===== config.mk =====
export PLATFORM = sky130hd
export DESIGN_NAME = mac_pipe
export DESIGN_NICKNAME = d
export VERILOG_FILES = /design/src/rtl/mac_pipe.sv
export SDC_FILE = /design/constraint.sdc
export NUM_CORES = 1
export LEC_CHECK = 0
export BUFFER_PORTS_ARGS = -buffer_cell sky130_fd_sc_hd__buf_2
export CORE_UTILIZATION = 60
export CTS_CLUSTER_DIAMETER = 60
export DETAILED_ROUTE_END_ITERATION = 12
export GPL_TIMING_DRIVEN = 1
export PLACE_DENSITY = 0.77
export SLEW_MARGIN = 30
export SYNTH_ARGS = -nofsm -noshare
export SYNTH_HDL_FRONTEND = slang
export SYNTH_SLANG_ARGS = --single-unit

===== constraint.sdc =====
create_clock -name clk -period 14.5 [get_ports clk]
set_input_delay 2.9 -clock clk [delete_from_list [all_inputs] [get_ports clk]]
set_output_delay 2.9 -clock clk [all_outputs]
set_load 0.02 [all_outputs]

===== src/rtl/mac_pipe.sv =====
module mac_pipe #(
  parameter int DW = 16,
  parameter int TW = 4
) (
  input  logic          clk,
  input  logic          rst_n,
  input  logic          in_valid,
  input  logic [1:0]    in_op,
  input  logic [DW-1:0] in_a,
  input  logic [DW-1:0] in_b,
  input  logic [DW-1:0] in_c,
  input  logic [TW-1:0] in_tag,
  output logic          add_valid,
  output logic [2*DW-1:0] add_result,
  output logic [TW-1:0] add_tag,
  output logic          mul_valid,
  output logic [2*DW-1:0] mul_result,
  output logic [TW-1:0] mul_tag,
  output logic          fma_valid,
  output logic [2*DW-1:0] fma_result,
  output logic [TW-1:0] fma_tag,
  output logic          fault,
  output logic [TW-1:0] fault_tag
);
  localparam int RW = 2 * DW;
  localparam int PS = 3;
  localparam logic [1:0] OP_MUL = 2'd0;
  localparam logic [1:0] OP_ADD = 2'd1;
  localparam logic [1:0] OP_FMA = 2'd2;

  logic          m1_v, m1_f;
  logic [DW-1:0] m1_a, m1_b, m1_c;
  logic [TW-1:0] m1_t;

  logic          mp_v [PS];
  logic          mp_f [PS];
  logic [RW-1:0] mp_p [PS];
  logic [DW-1:0] mp_c [PS];
  logic [TW-1:0] mp_t [PS];

  logic          a1_v;
  logic [DW-1:0] a1_a, a1_b;
  logic [TW-1:0] a1_t;

  logic          r_add_v, r_fma_v, r_flt;
  logic [RW-1:0] r_sum;
  logic [TW-1:0] r_tag, r_flt_tag;

  wire take_mul = in_valid && (in_op == OP_MUL || in_op == OP_FMA);
  wire take_add = in_valid && (in_op == OP_ADD);

  wire [RW-1:0] prod = {{DW{m1_a[DW-1]}}, m1_a} * {{DW{m1_b[DW-1]}}, m1_b};

  wire          acc_fma = mp_v[PS-1] && mp_f[PS-1];
  wire [RW-1:0] sum_x   = acc_fma ? mp_p[PS-1] : {{DW{a1_a[DW-1]}}, a1_a};
  wire [RW-1:0] sum_y   = acc_fma ? {{DW{mp_c[PS-1][DW-1]}}, mp_c[PS-1]}
                                  : {{DW{a1_b[DW-1]}}, a1_b};

  always_ff @(posedge clk or negedge rst_n) begin
    if (!rst_n) begin
      m1_v <= 1'b0; m1_f <= 1'b0;
      m1_a <= '0; m1_b <= '0; m1_c <= '0; m1_t <= '0;
      a1_v <= 1'b0; a1_a <= '0; a1_b <= '0; a1_t <= '0;
      r_add_v <= 1'b0; r_fma_v <= 1'b0; r_flt <= 1'b0;
      r_sum <= '0; r_tag <= '0; r_flt_tag <= '0;
      for (int i = 0; i < PS; i++) begin
        mp_v[i] <= 1'b0; mp_f[i] <= 1'b0;
        mp_p[i] <= '0; mp_c[i] <= '0; mp_t[i] <= '0;
      end
    end else begin
      m1_v <= take_mul;
      m1_f <= in_op == OP_FMA;
      m1_a <= in_a; m1_b <= in_b; m1_c <= in_c; m1_t <= in_tag;

      mp_v[0] <= m1_v; mp_f[0] <= m1_f;
      mp_p[0] <= prod; mp_c[0] <= m1_c; mp_t[0] <= m1_t;
      for (int i = 1; i < PS; i++) begin
        mp_v[i] <= mp_v[i-1]; mp_f[i] <= mp_f[i-1];
        mp_p[i] <= mp_p[i-1]; mp_c[i] <= mp_c[i-1]; mp_t[i] <= mp_t[i-1];
      end

      a1_v <= take_add;
      a1_a <= in_a; a1_b <= in_b; a1_t <= in_tag;

      r_sum     <= sum_x + sum_y;
      r_tag     <= acc_fma ? mp_t[PS-1] : a1_t;
      r_add_v   <= a1_v && !acc_fma;
      r_fma_v   <= acc_fma;
      r_flt     <= a1_v && acc_fma;
      r_flt_tag <= a1_t;
    end
  end

  assign add_valid  = r_add_v;
  assign add_result = r_sum;
  assign add_tag    = r_tag;
  assign fma_valid  = r_fma_v;
  assign fma_result = r_sum;
  assign fma_tag    = r_tag;
  assign mul_valid  = mp_v[PS-1] && !mp_f[PS-1];
  assign mul_result = mp_p[PS-1];
  assign mul_tag    = mp_t[PS-1];
  assign fault      = r_flt;
  assign fault_tag  = r_flt_tag;

  AST_ADD_LATENCY: assert property (@(posedge clk) disable iff (!rst_n)
    add_valid |-> $past(in_valid && in_op == OP_ADD, 2));
  AST_MUL_LATENCY: assert property (@(posedge clk) disable iff (!rst_n)
    mul_valid |-> $past(in_valid && in_op == OP_MUL, 4));
  AST_FMA_LATENCY: assert property (@(posedge clk) disable iff (!rst_n)
    fma_valid |-> $past(in_valid && in_op == OP_FMA, 5));
  AST_FAULT_OFFSET: assert property (@(posedge clk) disable iff (!rst_n)
    fault |-> ($past(in_valid && in_op == OP_ADD, 2) && $past(in_valid && in_op == OP_FMA, 5)));
  AST_FAULT_TAG: assert property (@(posedge clk) disable iff (!rst_n)
    fault |-> fault_tag == $past(in_tag, 2));
  AST_FAULT_KEEPS_FMA: assert property (@(posedge clk) disable iff (!rst_n)
    fault |-> (fma_valid && !add_valid));
  AST_ONE_ADDER_USER: assert property (@(posedge clk) disable iff (!rst_n)
    !(add_valid && fma_valid));
endmodule


==> qor.yml <==
start_kind: "flip-flop"
cts_hold_repair.buffers: 0
syn_area_sq_um: 19040
cts_sinks: 256
first_iter_violations: 834
synth_area_per_cell_sq_um: 10.70
die_x_microns: 180.2
critPathSlowestCell: "fa_1"
synth_top_family_by_area: "adder cells"
gp_congestion: 0.8806
synth_ff_type: "dfrtp_1"
cts_inserted_buffers: 26
rows: 64
rsz0062_at_grt: "no"
drive_gt1_share_pct: 12.91
drc: 0
clock.fmax_mhz: 150.8
worstSkewPairLatency_ns: 0.54
ys_seq_area_share_pct: 33.64
synth-xor-area-share_pct: 2.897
initial_core_util_pct: 61.61
reg2reg_to: "mp_p[94]"
relSlewSlack_pct: 43.24
startpoint: "a1_b[5]"
dr_wl_met2_microns: 18650
worst_pin_slew_ns: 0.8515
grt_pass1_wl_microns: 65720
path_class: "flip-flop to flip-flop"
cts.repair.resized: 0
grt_max_degree: 122
met1_length_microns: 16860
antenna_cells: 0
skew_ns: 0.008003
worstSetupEndpoint: "mp_p[94]"
yosysWarnings: 0
ant_nets: 0
viasPerCell: 5.326
clk_pin_slew_ns: 0.07
max_stage_delay_ns: 0.80
path_max_fanout: 17
wl_microns: 39510
clk_path_buf_depth: 3
synth-seq-cells: 256
wl_met3_microns: 2987
muxShareOfSynthArea_pct: 0
synth_compound_area_share_pct: 6.438
min_from: "mp_p[75]"
timing.final.crit_share_pct: 45.74
nets: 2295
rr_startpoint: "a1_b[5]"
synthSimpleGateAreaFrac_pct: 11.59
setup_viol: 0
yosys.area_share.adder_pct: 35.07
crit_chain: "and2_1 -> inv_1 -> fa_1 -> inv_1 -> fa_1 -> fa_1 -> fa_1 -> fa_1 -> inv_1 -> fa_1 -> inv_1 -> ha_1 -> nand2_1 -> nor2_1 -> nand3_1 -> o32ai_1 -> o41ai_2 -> nand2b_1 -> nor4b_1 -> a211o_1"
dieArea_sq_um: 32460
overflow: 0
post_drt_wl_per_cell_microns: 17.34
io_pins: 173
final_common_cell: "inv_1"
cts_root_buf: "clkbuf_16"
final_cell_mix: "inv_1 (324), fa_1 (263), dfrtp_1 (256)"
yosysUniqueCellTypes: 62
syn_nets: 2213
fp.dieH_microns: 180.2
slew_viol_final: 0
area_growth_pct: 8.193
ys_async_sr_fraction_pct: 100.0
core_sq_um: 30910
post_cts_buffers: 0
cts_tree: "built"
worstPathArrival_ns: 7.05
outcome: "finished clean"
period_needed_ns: 6.632
reg2reg_depth: 20
top_layer: "met4"
grt_usage_pct: 25.65
r2r_setup_slack_ns: 7.87
hold_path_class: "flip-flop to flip-flop"
finalHoldViolCount: 0
dr.pass1.iters: 5
antenna_found_initial: 0
setup-tns-final_ns: 0
dp_hpwl_microns: 30420
htreeDepth: 1
fillCellCount: 2347
grt_pass1_vias: 13150
crit_path_frequent_cell: "fa_1"
maxCapViolations: 0
synth_edf_count: 0
critical_path_required_ns: 14.92
synthCells: 1780
vias: 12130
end_kind: "flip-flop"
port_buffers: 172
## critical path, delay by kind of cell (launching register included)
family / cells / cell delay, ns
DFF: 1 / 0.76
adders and majority gates: 7 / 3.73
buffers and inverters: 4 / 0.25
AOI/OAI and AO/OA: 3 / 0.89
and+or+nand+nor: 6 / 0.87
## Yosys cell counts, drive strengths merged (3+ instances only)
| cell type | instances | area, sq um |
|---|---|---|
| a31oi | 6 | 52.55 |
| nand3 | 6 | 35.03 |
| buf | 76 | 570.6 |
| ha | 113 | 1414 |
| a211o | 4 | 35.03 |
| a2111oi | 3 | 46.30 |
| and2 | 125 | 782.0 |
| fa | 263 | 5265 |
| nor3 | 10 | 50.05 |
| dfrtp | 256 | 6406 |
| o311ai | 4 | 57.56 |
| clkbuf | 48 | 180.2 |
| inv | 326 | 1224 |
| nor2 | 38 | 142.6 |
| nand2 | 247 | 927.1 |
| nand2b | 13 | 81.33 |
| nor2b | 7 | 43.79 |
| xor2 | 13 | 113.9 |
| a211oi | 6 | 57.56 |
| a21oi | 43 | 222.7 |
| a21o | 34 | 255.2 |
| and3 | 5 | 31.28 |
| nand4 | 6 | 37.54 |
| o21bai | 8 | 63.81 |
| xnor2 | 50 | 437.9 |
| o21ai | 28 | 147.6 |
| o21a | 14 | 105.1 |
## state kept, by name, summed over array words and instances (netlist names)
| name | cells |
|---|---|
| mp_p | 64 |
| mp_c | 48 |
| add_result | 32 |
| mul_result | 32 |
| a1_a | 16 |
| a1_b | 16 |
| m1_c | 16 |
| mp_t | 8 |
| a1_t | 4 |
| add_tag | 4 |
| mul_tag | 4 |
| mp_f | 3 |
| mp_v | 3 |
| a1_v | 1 |
| add_valid | 1 |
| fault | 1 |
| fma_valid | 1 |
| m1_f | 1 |
| m1_v | 1 |
## cell families (layout without fill, tap and decap cells)
group | Yosys count | count (layout)
AO/OA/AOI/OAI | 168 | 168
adder cells (fa/ha/maj) | 376 | 376
XOR/XNOR | 63 | 63
AND/OR/NAND/NOR | 467 | 467
flip-flops | 256 | 256
buffers and inverters | 450 | 552
## per-layer routing
metal	vias to the layer above	GRT usage [%]
met5	-	0
met4	0	6.803
met3	78	4.466
met1	6080	35.44
li1	5491	-
met2	483	42.29
## worst min path at each step
stage | depth (start not counted) | endpoint
3_5_place_dp | 0 | mp_c[0]
6_report | 0 | mp_p[43]
3_3_place_gp | 0 | mul_result[19]
4_1_cts | 0 | mp_p[43]
2_1_floorplan | 0 | mp_c[0]
5_1_grt | 0 | mp_p[43]
## cell type report
| type | instances | area, sq um | area share, % |
|---|---|---|---|
| tap | 396 | 495.5 | 2.405 |
| sequential | 256 | 6406 | 31.09 |
| multi-input combinational | 1074 | 10660 | 51.75 |
| clock buffer | 32 | 703.2 | 3.413 |
| inverter | 326 | 1224 | 5.939 |
| timing repair buffer | 178 | 919.6 | 4.463 |
| clock inverter | 16 | 192.7 | 0.9351 |
## metrics by stage
step / hold slack, ns / util [%] / instance area (sq um) / worst slack [ns] / std cells
after floorplan: 0.3312 / - / 19040 / 8.582 / 1780
after CTS: 0.3353 / 66.65 / 20600 / 7.929 / 2278
after detailed placement: 0.3347 / 63.75 / 19710 / 7.938 / 2230
after global placement: 0.3312 / 63.75 / 19710 / 8.141 / 2230
final: 0.3385 / 66.66 / 20600 / 7.868 / 2278
after global routing: 0.3390 / 66.66 / 20600 / 7.547 / 2278
Power is left out: the tool's default activity adds up to more than one toggle a clock period on the data nets, which glitch-free logic cannot reach.
